`src/rtl/wm_pkg.sv`:
```
package wm_pkg;
  localparam int NUM_UNITS = 3;
  localparam int REG_AW    = 3;
  localparam int DATA_W    = 32;
  localparam int FIELD_W   = 16;
  localparam int WORD_LSB  = 3;

  localparam logic [REG_AW-1:0] OFS_STATUS  = 3'd4;
  localparam logic [REG_AW-1:0] OFS_STAT_EN = 3'd5;
  localparam logic [REG_AW-1:0] OFS_SIG_EN  = 3'd6;
endpackage

```
`src/rtl/wm_watch_unit.sv`:
```
module wm_watch_unit #(
  parameter int ADDR_W  = 32,
  parameter int FIELD_W = 16,
  parameter int LSB     = 3
) (
  input  logic               clk,
  input  logic               rst,
  input  logic               acc_valid,
  input  logic               acc_write,
  input  logic [ADDR_W-1:0]  acc_addr,
  input  logic [FIELD_W-1:0] watch_field,
  input  logic               watch_dir,
  input  logic               stat_en,
  input  logic               clr,
  output logic               flag
);
  localparam int MSB = LSB + FIELD_W - 1;

  logic hit_raw;
  assign hit_raw = acc_valid && (acc_write == watch_dir) &&
                   (acc_addr[MSB:LSB] == watch_field);

  always_ff @(posedge clk) begin
    if (rst) flag <= 1'b0;
    else     flag <= (flag & ~clr) | (hit_raw & stat_en);
  end

  // a set flag survives unless cleared
  a_r6_sticky: assert property (@(posedge clk) disable iff (rst)
    (flag && !clr) |=> flag) else $error("a_r6_sticky");
  // no latching while status enable is low
  a_r5_gate: assert property (@(posedge clk) disable iff (rst)
    (!flag && !stat_en) |=> !flag) else $error("a_r5_gate");
  // an enabled hit wins over a simultaneous clear
  a_r7_hit_wins: assert property (@(posedge clk) disable iff (rst)
    (hit_raw && stat_en) |=> flag) else $error("a_r7_hit_wins");
  // no strobe, no new flag
  a_r4_valid: assert property (@(posedge clk) disable iff (rst)
    (!acc_valid && !flag) |=> !flag) else $error("a_r4_valid");
endmodule

```
`src/rtl/wm_regfile.sv`:
```
module wm_regfile
  import wm_pkg::*;
#(
  parameter int N       = NUM_UNITS,
  parameter int FW      = FIELD_W,
  parameter int DW      = DATA_W,
  parameter int AW      = REG_AW
) (
  input  logic                 clk,
  input  logic                 rst,
  input  logic                 reg_wr_en,
  input  logic [AW-1:0]        reg_addr,
  input  logic [DW-1:0]        reg_wdata,
  output logic [DW-1:0]        reg_rdata,
  input  logic [N-1:0]         flags,
  output logic [N-1:0][FW-1:0] watch_field,
  output logic [N-1:0]         watch_dir,
  output logic [N-1:0]         stat_en,
  output logic [N-1:0]         sig_en,
  output logic [N-1:0]         clr
);
  logic [DW-1:0] rd_next;

  assign clr = (reg_wr_en && reg_addr == OFS_STATUS) ? reg_wdata[N-1:0] : '0;

  always_ff @(posedge clk) begin
    if (rst) begin
      watch_field <= '0;
      watch_dir   <= '0;
      stat_en     <= '0;
      sig_en      <= '0;
    end else if (reg_wr_en) begin
      for (int i = 0; i < N; i++) begin
        if (reg_addr == AW'(i)) begin
          watch_field[i] <= reg_wdata[FW:1];
          watch_dir[i]   <= reg_wdata[0];
        end
      end
      if (reg_addr == OFS_STAT_EN) stat_en <= reg_wdata[N-1:0];
      if (reg_addr == OFS_SIG_EN)  sig_en  <= reg_wdata[N-1:0];
    end
  end

  always_comb begin
    rd_next = '0;
    for (int i = 0; i < N; i++) begin
      if (reg_addr == AW'(i)) rd_next = DW'({watch_field[i], watch_dir[i]});
    end
    if (reg_addr == OFS_STATUS)  rd_next = DW'(flags);
    if (reg_addr == OFS_STAT_EN) rd_next = DW'(stat_en);
    if (reg_addr == OFS_SIG_EN)  rd_next = DW'(sig_en);
  end

  always_ff @(posedge clk) begin
    if (rst) reg_rdata <= '0;
    else     reg_rdata <= rd_next;
  end

  // signal enable only moves on a write to its offset
  a_r10_sig_hold: assert property (@(posedge clk) disable iff (rst)
    !(reg_wr_en && reg_addr == OFS_SIG_EN) |=> $stable(sig_en))
    else $error("a_r10_sig_hold");
endmodule

```
`src/rtl/mem_watch_irq.sv`:
```
module mem_watch_irq
  import wm_pkg::*;
#(
  parameter int N_UNITS = NUM_UNITS,
  parameter int ADDR_W  = 32
) (
  input  logic                        clk,
  input  logic                        rst,
  input  logic                        reg_wr_en,
  input  logic [REG_AW-1:0]           reg_addr,
  input  logic [DATA_W-1:0]           reg_wdata,
  output logic [DATA_W-1:0]           reg_rdata,
  input  logic [N_UNITS-1:0]          acc_valid,
  input  logic [N_UNITS-1:0]          acc_write,
  input  logic [N_UNITS*ADDR_W-1:0]   acc_addr,
  output logic                        irq
);
  logic [N_UNITS-1:0][FIELD_W-1:0] watch_field;
  logic [N_UNITS-1:0]              watch_dir;
  logic [N_UNITS-1:0]              stat_en;
  logic [N_UNITS-1:0]              sig_en;
  logic [N_UNITS-1:0]              clr;
  logic [N_UNITS-1:0]              flags;

  wm_regfile #(.N(N_UNITS)) regs_i (
    .clk(clk), .rst(rst),
    .reg_wr_en(reg_wr_en), .reg_addr(reg_addr),
    .reg_wdata(reg_wdata), .reg_rdata(reg_rdata),
    .flags(flags), .watch_field(watch_field), .watch_dir(watch_dir),
    .stat_en(stat_en), .sig_en(sig_en), .clr(clr)
  );

  for (genvar g = 0; g < N_UNITS; g++) begin : g_unit
    wm_watch_unit #(.ADDR_W(ADDR_W), .FIELD_W(FIELD_W), .LSB(WORD_LSB)) unit_i (
      .clk(clk), .rst(rst),
      .acc_valid(acc_valid[g]), .acc_write(acc_write[g]),
      .acc_addr(acc_addr[g*ADDR_W +: ADDR_W]),
      .watch_field(watch_field[g]), .watch_dir(watch_dir[g]),
      .stat_en(stat_en[g]), .clr(clr[g]), .flag(flags[g])
    );
  end

  always_ff @(posedge clk) begin
    if (rst) irq <= 1'b0;
    else     irq <= |(flags & sig_en);
  end

  // interrupt is the registered masked OR of the flags
  a_r8_irq: assert property (@(posedge clk) disable iff (rst)
    !$past(rst) |-> (irq == $past(|(flags & sig_en))))
    else $error("a_r8_irq");
endmodule

```
`config.mk`:
```
export PLATFORM = sky130hd
export DESIGN_NAME = mem_watch_irq
export DESIGN_NICKNAME = d
export VERILOG_FILES = /design/src/rtl/wm_pkg.sv /design/src/rtl/wm_watch_unit.sv /design/src/rtl/wm_regfile.sv /design/src/rtl/mem_watch_irq.sv
export SDC_FILE = /design/constraint.sdc
export NUM_CORES = 1
export LEC_CHECK = 0
export BUFFER_PORTS_ARGS = -buffer_cell sky130_fd_sc_hd__buf_2
export CELL_PAD_IN_SITES_DETAIL_PLACEMENT = 0
export CELL_PAD_IN_SITES_GLOBAL_PLACEMENT = 1
export CORE_AREA = 2 2 108 110
export CTS_BUF_LIST = sky130_fd_sc_hd__clkbuf_8
export DETAILED_ROUTE_END_ITERATION = 6
export DIE_AREA = 0 0 110 112
export GPL_ROUTABILITY_DRIVEN = 0
export PLACE_DENSITY = 0.91
export SLEW_MARGIN = 25
export SYNTH_ARGS = -nofsm -noshare
export SYNTH_HDL_FRONTEND = slang
export SYNTH_SLANG_ARGS = --single-unit
```
`constraint.sdc`:
```
create_clock -name clk -period 1.6 [get_ports clk]
set_input_delay 0.32 -clock clk [delete_from_list [all_inputs] [get_ports clk]]
set_output_delay 0.32 -clock clk [all_outputs]
set_load 0.05 [all_outputs]
```
==> qor.csv, run 1 <==
stage,metric,value,unit
sta,drv_slew,0,
clock_tree,cts_setup_buffers,0,
clock_tree,cts_tree,built,
pwr,p_leak,1.68,nW
sta,final_hold_viol_count,0,
floorplanning,die_y,112,µm
pwr,ir_worst_vdd,0.371,mV
worst_setup_path,worst_setup_path_end_kind,flop,
floorplanning,initial_core_util,33.2,%
global_routing,first_global_vias,3208,
sta,clock_skew,0.0137,ns
yosys,ys_warn_count,0,
final_layout,nFillCells,1127,
worst_setup_path,ff2ff_setup_slack,0.29,ns
final_layout,syn_to_final_growth,20.2,%
clock_tree,cts_buffers,9,
floorplanning,core,11200,µm²
sta,layout_min_cycle_time,1.31,ns
final_layout,drive_gt1_share,23.7,%
clock_tree,clk_latency,0.37,ns
global_routing,grt_pass1_wl,16900,µm
sta,setup_tns,0,ns
yosys,synth_top_cells_by_count,"109 x nand2_1, 78 x dfxtp_1, 68 x a21oi_1",
yosys,yosys.area.top_type,dfxtp_1,
sta,max_freq,763,MHz
clock_tree,cts_buffer_depth,2,
route,ant_nets,0,
sta,min_period_over_period,81.9,%
sta,rsz0062_at_grt,no,
clock_tree,clkSinkCount,78,
yosys,synth_area_leaders,"dfxtp_1 42%, xnor2_1 11%, nand2_1 11%",
route,vias,3396,
yosys,seq_area_frac_synth,42.1,%
job,drv_cap,0,
clock_tree,path_clk_slew,0.08,ns
route,drtIter0Drc,300,
yosys,synth_area,3710,µm²
global_routing,grt_overflow_total,0,
worst_setup_path,cp.required,1.90,ns
floorplanning,ios,173,
yosys,yosys.area.top_type_share,42.1,%
place,place_inst,671,
sta,setup_viol,0,
final_layout,nets,679,
yosys,synth_edf_count,0,
sta,slew_headroom,60.1,%
final_layout,multi_input_comb_area,1930,µm²
worst_setup_path,critPathKind,flop to flop,
sta,tightestPinTransition,0.599,ns
floorplanning,die_w,110,µm
route,drc,0,
min_path,min_path_cells,3,
clock_tree,cts_htree_levels,3,
route,routed_wl,11100,µm
min_path,hold_path_class,input port to flop,
worst_setup_path,start_kind,flop,
yosys,ys_types,30,
status,outcome,completed,
yosys,ys_seq_elements,78,
clock_tree,clock-root-buffer,clkbuf_8,
worst_setup_path,crit_fanout,3,
worst_setup_path,r2r_cells,4,
floorplanning,die_area,12300,µm²
route,wl_per_cell,16.2,µm
global_routing,grt_antenna_before_repair,0,
yosys,yosysMostFrequentCell,nand2_1,
global_routing,grt_max_degree,22,
route,drt_pass1_iterations,5,
place,portBuffers,94,
pwr,p_per_area,887,nW/µm²
yosys,async_reset_ff_share,0,%
final_layout,n_antenna_cell,0,
floorplanning,row_count,39,
yosys,avgSynthCellArea,8.29,µm²
worst_setup_path,arrival,1.61,ns
route,post_drt_via_cell_ratio,4.94,
place,dpl.hpwl,8430,µm
final_layout,final_cells,687,
final_layout,regArea,1560,µm²
clock_tree,cts_resized,0,
yosys,synthCells,447,
yosys,yosys_most_used_dff,dfxtp_1,
global_routing,grt_usage,18.5,%
pwr,total_power,0.00395,W
clock_tree,hold_buffers,0,
-- stage by stage --
| stage | setup slack [ns] | instance area, µm² | hold slack (ns) | utilization, % |
|---|---|---|---|---|
| 2_1_floorplan | 0.292 | 3760 | 0.456 | - |
| 3_3_place_gp | 0.0587 | 4280 | 0.467 | 38.3 |
| 3_5_place_dp | 0.0330 | 4280 | 0.473 | 38.3 |
| 4_1_cts | 0.308 | 4460 | 0.200 | 39.9 |
| 5_1_grt | 0.275 | 4460 | 0.207 | 39.9 |
| 6_report | 0.290 | 4460 | 0.219 | 39.9 |
-- per-layer routing --
metal	wire, µm	global-route usage [%]
met3	928	5.21
met5	0	0
met1	4660	23.8
met2	5250	29.0
met4	268	7.43
-- power breakdown --
| part | internal, W | switching [W] |
|---|---|---|
| Sequential | 0.00199 | 0.0000331 |
| Combinational | 0.000218 | 0.000396 |
| Clock | 0.000564 | 0.000758 |
| Total | 0.00277 | 0.00119 |
-- registers in the layout, summed over array words and instances, names as in the netlist --
| name | flops |
|---|---|
| irq | 1 |
| regs_i.sig_en | 3 |
| regs_i.stat_en | 3 |
| regs_i.watch_dir | 3 |
| regs_i.watch_field | 48 |
| regs_i.reg_rdata | 17 |
| g_unit.unit_i.flag | 3 |
-- worst paths after layout --
| path | start | end |
|---|---|---|
| max | regs_i.watch_field[43] | g_unit[2].unit_i.flag |
| min | reg_wdata[13] | regs_i.watch_field[12] |
| max reg2reg | regs_i.watch_field[43] | g_unit[2].unit_i.flag |
| min reg2reg | regs_i.watch_field[9] | regs_i.watch_field[9] |
-- layout by cell type (no fill, tap or decap), drive strengths merged, types with 2 or more instances in the layout --
cell type,instances
nand2,111
buf,109
dfxtp,78
a21oi,68
xnor2,48
nor2,15
conb,15
nand2b,15
o221ai,14
nand4,12
mux2i,12
clkbuf,9
a211oi,6
clkinv,5
and2,3
xor2,3
nor4,3
nor3,3
a32o,3
and2b,2
nand3,2
clkinvlp,2
-- final cells by class --
class | instances | share of cell area [%]
multi-input cells | 340 | 43.3
flip-flops and latches | 78 | 35.0
repair buffers | 109 | 13.6
well taps | 143 | 4.01
clock buffers | 9 | 2.78
clock inverters | 7 | 1.15
inverters | 1 | 0.0842
-- cell families (layout without fill, tap and decap cells) --
family          after synthesis  after routing  synth area share [%]
simple gates                170            170                  20.5
compound gates               92             92                  14.8
flops                        78             78                  42.1
xor+xnor                     51             51                  12.0
buf+inv                      43            126                  7.26
mux                          12             12                  3.24
other cells                   1             15                 0.101
-- critical path, cell delays in order, from the launching register on --
cell,delay [ns]
dfxtp_1,0.34
xnor2_1,0.27
nand4_1,0.16
nor4_1,0.32
a32o_1,0.16
Note: power is estimated with default switching activity, not from simulation.
==> inputs of run 2 (changes only) <==
--- a/config.mk
+++ b/config.mk
@@ -8,12 +8,12 @@
 export BUFFER_PORTS_ARGS = -buffer_cell sky130_fd_sc_hd__buf_2
 export CELL_PAD_IN_SITES_DETAIL_PLACEMENT = 0
 export CELL_PAD_IN_SITES_GLOBAL_PLACEMENT = 1
-export CORE_AREA = 2 2 108 110
+export CORE_AREA = 2 2 113 115
 export CTS_BUF_LIST = sky130_fd_sc_hd__clkbuf_8
 export DETAILED_ROUTE_END_ITERATION = 6
-export DIE_AREA = 0 0 110 112
+export DIE_AREA = 0 0 115 117
 export GPL_ROUTABILITY_DRIVEN = 0
-export PLACE_DENSITY = 0.91
+export PLACE_DENSITY = 0.88
 export SLEW_MARGIN = 25
 export SYNTH_ARGS = -nofsm -noshare
 export SYNTH_HDL_FRONTEND = slang
==> constraint.sdc (replaced) <==
create_clock -name clk -period 1.2 [get_ports clk]
set_input_delay 0.24 -clock clk [delete_from_list [all_inputs] [get_ports clk]]
set_output_delay 0.24 -clock clk [all_outputs]
set_load 0.05 [all_outputs]
==> run 2 against run 1 <==
Against the previous run:
- the run now ends with setup timing left
- combinational power rose by 53%
- hold slack got worse by 0.093 ns
- via count increased by 7.9%
==> qor.csv, run 2 (synthesis results as in run 1) <==
stage,metric,value,unit,change
route,vias,3664,,+7.9%
floorplanning,die_area,13500,µm²,+9.2%
final_layout,syn_to_final_growth,35.9,%,
pwr,ir_worst_vdd,0.492,mV,+33%
route,drtIter0Drc,297,,-1.0%
place,dpl-instance-area,4680,µm²,+9.2%
clock_tree,cts_buffer_depth,2,,unchanged
global_routing,grt_pass1_wl,18500,µm,+9.3%
worst_setup_path,critPathMaxStageDelay,0.37,ns,+0.03 ns
final_layout,n_antenna_cell,0,,unchanged
sta,clock_skew,0.0152,ns,+0.00145 ns
sta,rsz0062_at_grt,yes,,
clock_tree,hold_buffers,0,,unchanged
min_path,hold_path_class,input port to flop,,
final_layout,mostFrequentLayoutCell,nand2_1,,
global_routing,grt_antenna_before_repair,0,,unchanged
final_layout,nets,726,,+6.9%
route,post_drt_via_cell_ratio,4.94,,about the same
clock_tree,clk_latency,0.37,ns,about the same
floorplanning,core,12300,µm²,+10%
sta,drv_slew,0,,unchanged
job,drv_cap,0,,unchanged
final_layout,drive_gt1_share,32.3,%,+8.6 points
clock_tree,cts_buffers,9,,unchanged
sta,setup_slack,-0.0320,ns,-0.322 ns
clock_tree,clkSinkCount,78,,unchanged
min_path,min_from,reg_wdata[16],,
clock_tree,cts_setup_buffers,0,,unchanged
floorplanning,die_w,115,µm,+4.5%
worst_setup_path,start_kind,flop,,
sta,slew_headroom,62.4,%,+2.3 points
status,outcome,finished with violations,,
floorplanning,die_y,117,µm,+4.5%
place,portBuffers,94,,unchanged
final_layout,regMostFlops,regs_i.watch_field,,
pwr,p_per_area,1170,nW/µm²,+32%
global_routing,grt_max_degree,52,,+140%
status,violations,setup timing,,
route,ant_nets,0,,unchanged
pwr,netSwitchingPower,0.00164,W,+39%
final_layout,most-common-layout-cells,"109 x nand2_1, 80 x buf_2, 76 x dfxtp_1",,
floorplanning,ios,173,,unchanged
worst_setup_path,ff2ff_setup_slack,-0.03,ns,-0.32 ns
route,routed_wl,12100,µm,+8.7%
worst_setup_path,cp-startpoint,regs_i.watch_field[20],,
pwr,clkPwrFrac,38.5,%,+5.1 points
worst_setup_path,arrival,1.55,ns,-0.06 ns
clock_tree,clock-root-buffer,clkbuf_8,,
place,place_inst,726,,+8.2%
clock_tree,path_clk_slew,0.09,ns,about the same
sta,hold_ws,0.127,ns,-0.0928 ns
sta,tightestPinTransition,0.564,ns,-0.0347 ns
worst_setup_path,crit_slowest_cell,dfxtp_4,,
route,drt_pass1_iterations,5,,unchanged
sta,setup_viol,2,,+2
pwr,internal-power,0.00426,W,+54%
final_layout,final_cells,741,,+7.9%
pwr,pwr-share-seq,45.5,%,-5.6 points
global_routing,grt_overflow_total,0,,unchanged
worst_setup_path,crit_chain,xnor2_4 > nand4_1 > nor3_1 > buf_4 > a32o_1,,
pwr,p_leak,2.02,nW,+20%
floorplanning,row_count,41,,+5.1%
clock_tree,cts_tree,built,,
pwr,p_comb_share,15.9,%,+0.4 points
worst_setup_path,critPathKind,flop to flop,,
final_layout,regArea,1570,µm²,+0.32%
clock_tree,cts_htree_levels,3,,unchanged
worst_setup_path,worst_setup_path_end_kind,flop,,
final_layout,largest_reg_flops,48,,unchanged
final_layout,reg_top3,"regs_i.watch_field (48), regs_i.reg_rdata (17)",,
sta,layout_min_cycle_time,1.23,ns,-0.0778 ns
route,drc,0,,unchanged
global_routing,grt_usage,18.2,%,-0.30 points
place,dpl.hpwl,9170,µm,+8.7%
final_layout,final_area,5040,µm²,+13%
worst_setup_path,crit_fanout,2,,-1
final_layout,nFillCells,1228,,+9.0%
sta,max_freq,812,MHz,+6.3%
sta,final_hold_viol_count,0,,unchanged
global_routing,first_global_vias,3584,,+12%
worst_setup_path,rr_startpoint,regs_i.watch_field[20],,
pwr,total_power,0.00590,W,+49%
place,pre_cts_ws,-0.225,ns,-0.258 ns
route,wl_per_cell,16.3,µm,+0.75%
floorplanning,initial_core_util,30.1,%,-3.1 points
pwr,netSwitchingFraction,27.8,%,-2.2 points
sta,min_period_over_period,103,%,+21 points
worst_setup_path,cp.required,1.52,ns,-0.38 ns
final_layout,multi_input_comb_area,2030,µm²,+5.3%
run 2: cell count changes in the layout (fill, tap and decap cells not counted), moves of 9 or more:
cell      change
xnor2_1      -10
xnor2_2       +9
buf_4        +47
clkbuf_4     +12
buf_2        -14
run 2: worst max-delay path, delay by kind of cell (launching register included):
kind	cells	cell delay, ns
compound gates	1	0.11
xor+xnor	1	0.22
buf+inv	1	0.14
flops	1	0.37
simple gates	2	0.33
run 2: power groups by stage:
stage	Combinational (W)	Clock (W)	Sequential [W]
2_1_floorplan	0.000472	0	0.00282
3_3_place_gp	0.000888	0	0.00274
3_5_place_dp	0.000896	0	0.00275
4_1_cts	0.000911	0.00231	0.00269
5_1_grt	0.000997	0.00244	0.00270
6_report	0.000939	0.00228	0.00269
run 2: timing repair:
| action | in CTS | in global routing |
|---|---|---|
| endpoints found under the hold margin | 0 | 0 |
| pin swaps | 8 | 7 |
| resized for setup | 11 | 20 |
| setup endpoints to repair | 5 | 15 |
run 2: per-layer routing:
layer | up-vias | routed length (µm) | GRT usage [%] | part of all wire [%]
met1 | 1725 | 5060 | 23.2 | 42
li1 | 1756 | - | - | -
met2 | 159 | 5820 | 30.1 | 48
met4 | 0 | 320 | 8.67 | 2.7
met5 | - | 0 | 0 | 0
met3 | 24 | 861 | 3.24 | 7.1
run 2: area by class of cell:
| class | count | area share [%] |
|---|---|---|
| Tap cell | 150 | 3.72 |
| Timing Repair Buffer | 156 | 20.3 |
| Sequential cell | 78 | 31.1 |
| Inverter | 1 | 0.0745 |
| Multi-Input combinational cell | 340 | 40.3 |
| Clock inverter | 6 | 1.81 |
| Clock buffer | 10 | 2.73 |
run 2: per-stage QoR:
stage	TNS, ns	utilization (%)
2_1_floorplan	0	-
3_3_place_gp	-8.18	38.0
3_5_place_dp	-10.04	38.0
4_1_cts	-0.00446	40.2
5_1_grt	-0.170	40.9
6_report	-0.0357	40.9
run 2: path summary, 6_finish.rpt:
kind,endpoint,cells past startpoint
worst max-delay path,g_unit[1].unit_i.flag,5
worst min-delay path,regs_i.watch_field[47],3
worst max register to register,g_unit[1].unit_i.flag,5
worst min register to register,regs_i.watch_field[1],2
